$ cat config.mk
export PLATFORM = sky130hd
export DESIGN_NAME = nvs_ctrl
export DESIGN_NICKNAME = d
export VERILOG_FILES = /design/src/rtl/nvs_pkg.sv /design/src/rtl/nvs_step_detect.sv /design/src/rtl/nvs_unlock.sv /design/src/rtl/nvs_timer.sv /design/src/rtl/nvs_ctrl.sv
export SDC_FILE = /design/constraint.sdc
export NUM_CORES = 1
export LEC_CHECK = 0
export ABC_AREA = 0
export CAP_MARGIN = 5
export CORE_ASPECT_RATIO = 1.5
export CORE_MARGIN = 2
export CORE_UTILIZATION = 65
export DETAILED_ROUTE_END_ITERATION = 8
export DONT_BUFFER_PORTS = 1
export PLACE_DENSITY = 0.85
export SYNTH_ARGS = -nofsm -noshare
export SYNTH_HDL_FRONTEND = slang
export SYNTH_SLANG_ARGS = --single-unit
$ cat constraint.sdc
create_clock -name clk -period 7.2 [get_ports clk]
set_clock_uncertainty 0.05 [all_clocks]
set_input_delay 0.72 -clock clk [delete_from_list [all_inputs] [get_ports clk]]
set_output_delay 0.72 -clock clk [all_outputs]
set_load 0.005 [all_outputs]
$ cat src/rtl/nvs_pkg.sv
package nvs_pkg;

    typedef enum logic [1:0] {
        ST_PWRWAIT = 2'd0,
        ST_IDLE    = 2'd1,
        ST_STORE   = 2'd2,
        ST_RECALL  = 2'd3
    } nvs_state_t;

    typedef enum logic [1:0] {
        REQ_NONE   = 2'd0,
        REQ_STORE  = 2'd1,
        REQ_RECALL = 2'd2
    } nvs_req_t;

endpackage

$ cat src/rtl/nvs_step_detect.sv
module nvs_step_detect (
    input  logic clk,
    input  logic rst_n,
    input  logic ce_n,
    input  logic we_n,
    output logic read_step,
    output logic write_step
);
    logic ce_prev;

    always_ff @(posedge clk or negedge rst_n) begin
        if (!rst_n) ce_prev <= 1'b1;
        else        ce_prev <= ce_n;
    end

    always_comb begin
        read_step  = ce_prev && !ce_n && we_n;
        write_step = ce_prev && !ce_n && !we_n;
    end
endmodule

$ cat src/rtl/nvs_unlock.sv
module nvs_unlock
    import nvs_pkg::*;
#(
    parameter int                        AW          = 16,
    parameter int                        PREFIX_LEN  = 5,
    parameter logic [PREFIX_LEN*AW-1:0]  SEQ_ADDRS   = {16'h0F7A, 16'h3D04, 16'h2B91, 16'h06E3, 16'h1A5C},
    parameter logic [AW-1:0]             STORE_ADDR  = 16'h15B8,
    parameter logic [AW-1:0]             RECALL_ADDR = 16'h2C47
) (
    input  logic          clk,
    input  logic          rst_n,
    input  logic          clear,
    input  logic          read_step,
    input  logic          write_step,
    input  logic [AW-1:0] addr,
    output nvs_req_t      req
);
    localparam int STW  = $clog2(PREFIX_LEN + 1);
    localparam int HITW = 1 << STW;

    logic [STW-1:0]  step_q, step_d;
    logic [HITW-1:0] hit;

    genvar i;
    generate
        for (i = 0; i < HITW; i++) begin : g_hit
            if (i < PREFIX_LEN) begin : g_cmp
                assign hit[i] = (addr == SEQ_ADDRS[i*AW +: AW]);
            end else begin : g_pad
                assign hit[i] = 1'b0;
            end
        end
    endgenerate

    always_comb begin
        step_d = step_q;
        req    = REQ_NONE;
        if (clear || write_step) begin
            step_d = '0;
        end else if (read_step) begin
            if (step_q == STW'(PREFIX_LEN)) begin
                if (addr == STORE_ADDR)       req = REQ_STORE;
                else if (addr == RECALL_ADDR) req = REQ_RECALL;
                if (req != REQ_NONE) step_d = '0;
                else                 step_d = hit[0] ? STW'(1) : '0;
            end else if (hit[step_q]) begin
                step_d = step_q + STW'(1);
            end else begin
                step_d = hit[0] ? STW'(1) : '0;
            end
        end
    end

    always_ff @(posedge clk or negedge rst_n) begin
        if (!rst_n) step_q <= '0;
        else        step_q <= step_d;
    end
endmodule

$ cat src/rtl/nvs_timer.sv
module nvs_timer #(
    parameter int CW = 12
) (
    input  logic          clk,
    input  logic          rst_n,
    input  logic          load,
    input  logic [CW-1:0] load_val,
    input  logic          run,
    output logic          done
);
    logic [CW-1:0] cnt;

    always_ff @(posedge clk or negedge rst_n) begin
        if (!rst_n)                   cnt <= '0;
        else if (load)                cnt <= load_val;
        else if (run && cnt != '0)    cnt <= cnt - CW'(1);
    end

    assign done = run && (cnt == '0);
endmodule

$ cat src/rtl/nvs_ctrl.sv
module nvs_ctrl
    import nvs_pkg::*;
#(
    parameter int                   AW            = 16,
    parameter int                   PREFIX_LEN    = 5,
    parameter logic [PREFIX_LEN*AW-1:0] SEQ_ADDRS = {16'h0F7A, 16'h3D04, 16'h2B91, 16'h06E3, 16'h1A5C},
    parameter logic [AW-1:0]        STORE_ADDR    = 16'h15B8,
    parameter logic [AW-1:0]        RECALL_ADDR   = 16'h2C47,
    parameter int                   STORE_CYCLES  = 2500000,
    parameter int                   RECALL_CYCLES = 5000
) (
    input  logic          clk,
    input  logic          rst_n,
    input  logic [AW-1:0] addr,
    input  logic          ce_n,
    input  logic          we_n,
    input  logic          oe_n,
    input  logic          supply_good,
    input  logic          supply_low,
    output logic          busy,
    output logic          store_active,
    output logic          recall_active,
    output logic          out_disable
);
    localparam int MAXC = (STORE_CYCLES > RECALL_CYCLES) ? STORE_CYCLES : RECALL_CYCLES;
    localparam int CW   = (MAXC > 2) ? $clog2(MAXC) : 1;
    localparam logic [CW-1:0] STORE_LOAD  = CW'(STORE_CYCLES - 1);
    localparam logic [CW-1:0] RECALL_LOAD = CW'(RECALL_CYCLES - 1);

    nvs_state_t    state, state_nx;
    nvs_req_t      req;
    logic          read_step, write_step;
    logic          t_load, t_run, t_done;
    logic [CW-1:0] t_val;

    nvs_step_detect u_step (
        .clk        (clk),
        .rst_n      (rst_n),
        .ce_n       (ce_n),
        .we_n       (we_n),
        .read_step  (read_step),
        .write_step (write_step)
    );

    nvs_unlock #(
        .AW          (AW),
        .PREFIX_LEN  (PREFIX_LEN),
        .SEQ_ADDRS   (SEQ_ADDRS),
        .STORE_ADDR  (STORE_ADDR),
        .RECALL_ADDR (RECALL_ADDR)
    ) u_unlock (
        .clk        (clk),
        .rst_n      (rst_n),
        .clear      (state != ST_IDLE),
        .read_step  (read_step),
        .write_step (write_step),
        .addr       (addr),
        .req        (req)
    );

    nvs_timer #(.CW(CW)) u_timer (
        .clk      (clk),
        .rst_n    (rst_n),
        .load     (t_load),
        .load_val (t_val),
        .run      (t_run),
        .done     (t_done)
    );

    // next state and timer control
    always_comb begin
        state_nx = state;
        t_load   = 1'b0;
        t_val    = RECALL_LOAD;
        t_run    = (state == ST_STORE) || (state == ST_RECALL);
        unique case (state)
            ST_PWRWAIT: begin
                if (supply_good) begin
                    state_nx = ST_RECALL;
                    t_load   = 1'b1;
                end
            end
            ST_IDLE: begin
                if (req == REQ_STORE && !supply_low) begin
                    state_nx = ST_STORE;
                    t_load   = 1'b1;
                    t_val    = STORE_LOAD;
                end else if (req == REQ_RECALL) begin
                    state_nx = ST_RECALL;
                    t_load   = 1'b1;
                end
            end
            ST_STORE: begin
                if (supply_low || t_done) state_nx = ST_IDLE;
            end
            ST_RECALL: begin
                if (t_done) state_nx = ST_IDLE;
            end
            default: state_nx = ST_PWRWAIT;
        endcase
    end

    always_ff @(posedge clk or negedge rst_n) begin
        if (!rst_n) state <= ST_PWRWAIT;
        else        state <= state_nx;
    end

    always_comb begin
        busy          = (state != ST_IDLE);
        store_active  = (state == ST_STORE);
        recall_active = (state == ST_RECALL);
        out_disable   = busy || ce_n || oe_n;
    end
endmodule

# After elaboration in Yosys (flattened, before gate mapping)
# Cells that the tools add are included.
[totals]
latchBits = 0
mem_bits_ro = 0
out_inout_bits = 4
ram_bits = 0
ff_bits = 28
wordCells = 76
n_memories = 0
in_bits = 23
[op_classes]
shift = 0
mux = 30
bitwise_logic = 0
magnitude_cmp = 1
n_div = 0
addsub = 2
n_reduce_logical = 21
n_mul = 0
eq_ne = 18
[ops]
columns = ["operator", "count"]
rows = [
  ["2-to-1 mux 22 bit", 4],
  ["== test 16 x 14 -> 1 bit (second input constant)", 3],
  ["== test 16 x 13 -> 1 bit (second input constant)", 2],
  ["2-to-1 mux 2 bit", 13],
  ["zero test 22 bit", 1],
  ["nonzero test 22 bit", 1],
  ["subtractor 22 x 1 -> 22 bit (second input constant)", 1],
  ["== test 16 x 11 -> 1 bit (second input constant)", 1],
  ["== test 16 x 12 -> 1 bit (second input constant)", 1],
  ["2-to-1 mux 3 bit", 5],
  ["case mux 2 bit (4 select lines)", 1],
  ["== test 2 bit (second input constant)", 3],
  ["logical AND 1 bit", 6],
  ["!= test 2 x 1 -> 1 bit (second input constant)", 3],
  ["nonzero test 2 bit", 3],
  ["logical OR 1 bit", 5],
  ["2-to-1 mux 1 bit", 5],
  ["== test 2 x 1 -> 1 bit (second input constant)", 2],
  ["less-than comparator 3 x 4 -> 1 bit (second input constant)", 1],
  ["AND reduction 4 bit", 1],
  ["adder 3 x 1 -> 3 bit (second input constant)", 1],
  ["binary-select mux 1 bit (select 3 bit)", 1],
  ["== test 3 bit (second input constant)", 1],
  ["zero test 1 bit", 3],
  ["other kinds (4)", 4],
]

# Logic depth before layout (Yosys ltp)
[depth]
word_depth = 14
ltp_mapped = 8
ltp_nobuf = 8

# Cells and area by module
# Synthesis repeated with hierarchy kept, for this count alone.
[unflattened]
cells_unflattened = 248
hier_area_um2 = 2173.3
[by_module_without_submodules]
columns = ["module", "area_each_um2", "n_inst", "seq_area_each_um2", "cells_each"]
rows = [
  ["nvs_timer", 1437.6, 1, 550.5, 156],
  ["nvs_unlock", 526.8, 1, 75.1, 67],
  ["nvs_ctrl", 161.4, 1, 50.0, 22],
  ["nvs_step_detect", 47.5, 1, 26.3, 3],
]

# Worst setup path after synthesis
# Ideal clock, no wire load.
[synth_timing]
path_kind = "reg-to-reg"
start = "reg u_timer.cnt[14]"
end = "reg u_timer.cnt[9]"
path_buffers = 1
stages_incl_launch_ff = 8
t_required_ns = 7.015
setup_ns = 0.135
arrival_ns = 2.333
period_less_slack_ns = 2.518
path_slack_ns = 4.682
path_cell_list = "dfrtp_1 -> or4_4 -> or4_4 -> buf_6 -> o41ai_4 -> nor4_1 -> xnor2_1 -> a21boi_1"
[synth_between]
elab_chain_cells = 3
[synth_rtl]
columns = ["item", "line_no", "text"]
rows = [
  ["start, declared", "nvs_timer.sv:11", "logic [CW-1:0] cnt;"],
  ["start signal, assigned", "nvs_timer.sv:15", "else if (load) cnt <= load_val;"],
  ["start signal, assigned", "nvs_timer.sv:16", "else if (run && cnt != '0) cnt <= cnt - CW'(1);"],
  ["nonzero test 22 bit", "nvs_timer.sv:16", ""],
  ["logical AND 1 bit", "nvs_timer.sv:16", ""],
  ["nonzero test 2 bit (no source line)", "--", ""],
]
# Every way passes these cells.
# A chain may end at the register's enable or synchronous reset.

# Worst setup path in the final report
# Ends and elaborated chain as after synthesis.

==> impl_results.md <==
* Status: completed
* Lkg Pwr at 0.0006956 µW
* Synth Flop Type: dfrtp_1
* NumNets Final at approximately 230
* DRT Pass-1 Iters at 4
* Crit path required time at approximately 7.3 ns
* Starting Density at 68.44%
* CTS Buffer Depth at 2
* # diodes at 0
* CP arrival at approximately 2.9 ns
* Worst-case vdd ir drop at 0.1172 mV
* DRC at 0
* Max cap viols at 0
* Wire length per cell at ~18 µm
* Final HPWL DP at approximately 3200 µm
* Post-placement cell area at 0.001856 mm²
* Synth Warn # at 0
* Area delta synth->final at 5.191%
* #FFs+latches synth at 28
* EDFF count, synth at 0
* Cell area power density at 230.5 mW/mm²
* Gpl congestion at between 0.8 and 0.9
* Period utilization at between 30% and 40%
* Cts hold-fix bufs at 0
* Insertion delay to the later sink of the worst-skew pair at around 0.28 ns
* Highest Clock Rate at 352.1 MHz
* CTS tree: done
* Tot GR Track Use at slightly below 30%
* Slew Limit Fails at 0
* Setup crit end kind: flop
* Setup TNS at 0 ns
* I/O Buffers at 0
* CP Launch Type: flop
* Cell count after synthesis at 205
* Die Wd at roughly 47 µm
* Setup CP Type: reg2reg
* Worst-Margin Slew at about 0.59 ns
* Gr ovfl total at 0
* Vias in the first global route at around 1,800
* Unrepaired setup endpoints after global routing: no
* Cell Area, Synth at ~0.0018 mm²
* IO Count at 27
* Final setup violation count at 0
* Seq/Total Area, Yosys at about two fifths
* Row cnt at 23
* Slew headroom at approximately 61%
* Async set-reset flop share out of synthesis at 100.0%
* Crit path max fanout at 9
* Largest net degree at the start of global routing at 29
* Clock transition at the registers of the reported paths at 0.10 ns
* Cell variety after synth at between 40 and 50
* Post-CTS Setup Inserts at 0
* Via count at around 1,600
* Final instance area at about 0.0019 mm²
* Total clock buffers created by CTS at 3
* Mapped Avg Cell Area at between 8 and 9 µm²
* H-Tree Depth at 1
* CTS resizes at 0
* Initial antenna violation count at 0
* Share of cells above drive strength 1 at 6.829%
* Detail Route Antenna Nets at 0
* Core area at between 0.002 and 0.003 mm²
* Die height at roughly 69 µm
* Die Area at roughly 0.0033 mm²
* Mapped Nets at about 230
* Fin crit period at around 2.8 ns
* First-pass GRT wire length at ~7000 µm
* Initial DRC count at 50
* Min-delay worst type: in2async
* Hold Fails Final Rpt at 0
* CTS sink cnt at 28
* Via density at 6.669
* CTS root buffer: clkbuf_8
* Total power at about 440 µW
* WL final at about 4200 µm
where the power goes:
group | switching, µW | internal (µW) | leakage (µW) | total, µW
combinational | 46.6 | 46.8 | 0.000354 | 93.4
sequential | 34.8 | 190 | 0.000306 | 225
clock | 51.6 | 74.5 | 0.0000357 | 126
total | 133 | 311 | 0.000696 | 444
layout by cell type, fill, tap and decap left out, types with 6 or more instances in the layout:
cell,Yosys,final
dfrtp_1,27,27
nor2_1,25,25
xnor2_1,16,16
o21ai_0,13,13
nand2_1,12,12
nor4_1,10,10
inv_1,9,9
nor2b_1,8,8
nor3_1,8,8
nand4_1,7,7
nand3_1,6,6
cell type report:
type	count	area, µm²
fill	198	749.5
clock buffer	3	41.29
multi-input combinational	164	1074
clock inverter	1	30.03
sequential	28	701.9
inverter	9	33.78
tap	37	46.29
flip-flops by register name, indices dropped and copies added, names as in the netlist:
signal	cells
state	2
u_unlock.step_q	3
u_timer.cnt	22
u_step.ce_prev	1
critical path, stage by stage, from the launching register on:
cell	delay, ns
dfrtp_1	0.41
or4_4	0.57
or4_4	0.58
o41ai_4	0.59
nor4_1	0.19
xnor2_1	0.22
a21boi_1	0.09
per-layer routing:
| layer | wire length [µm] | up-vias | global-route usage [%] |
|---|---|---|---|
| li1 | - | 751 | - |
| met2 | 2372 | 77 | 50.60 |
| met1 | 1530 | 772 | 29.90 |
| met3 | 227 | 14 | 5.236 |
| met5 | 0 | - | 0 |
| met4 | 108 | 0 | 15.43 |
path summary, 6_finish.rpt:
kind	endpoint	cells past startpoint	start	slack, ns
setup / recovery	u_timer.cnt[9]$_DFFE_PN0P_	6	u_timer.cnt[14]$_DFFE_PN0P_	4.36
max in group asynchronous	u_step.ce_prev$_DFF_PN1_	0	rst_n	6.86
min in group clk	u_step.ce_prev$_DFF_PN1_	0	ce_n	0.38
hold / removal	u_timer.cnt[16]$_DFFE_PN0P_	0	rst_n	0.07
hold reg to reg	u_timer.cnt[16]$_DFFE_PN0P_	2	u_timer.cnt[16]$_DFFE_PN0P_	0.51
setup reg to reg	u_timer.cnt[9]$_DFFE_PN0P_	6	u_timer.cnt[14]$_DFFE_PN0P_	4.36
Yosys cell counts, types with 3 or more instances:
cell type	instances	area share [%]
nor2b_1	8	2.7
nor3_1	8	2.2
and2_1	3	1.0
nor4b_1	4	1.9
inv_1	9	1.8
o21ai_0	13	3.6
xor2_1	3	1.4
ha_1	3	2.0
nand2_1	12	2.5
or2_2	3	1.0
xnor2_1	16	7.7
and3_1	3	1.0
a41oi_1	3	1.4
a21oi_1	3	0.82
nand4_1	7	2.4
dfrtp_1	27	37
nor2_1	25	5.1
o211ai_1	3	1.2
nor4_1	10	3.4
nand3_1	6	1.6
or3_1	5	1.7
metrics by stage:
step | util, % | hold WS, ns | setup WS [ns] | cells
2_1_floorplan | - | 0.3744 | 4.682 | 205
3_3_place_gp | 69.33 | 0.3750 | 4.627 | 238
3_5_place_dp | 69.33 | 0.3752 | 4.467 | 238
4_1_cts | 72.00 | 0.07360 | 4.402 | 242
5_1_grt | 72.00 | 0.05982 | 4.267 | 242
6_report | 72.00 | 0.07057 | 4.360 | 242
cells by family after synthesis:
logic type / after synthesis / synth area share [%]
compound gates: 31 / 12.43
buf+inv: 13 / 3.074
mux: 1 / 0.6147
fa+ha+maj: 3 / 2.049
simple gates: 110 / 34.43
flops: 28 / 38.32
xor+xnor: 19 / 9.085
(Power assumes the default switching activity.)
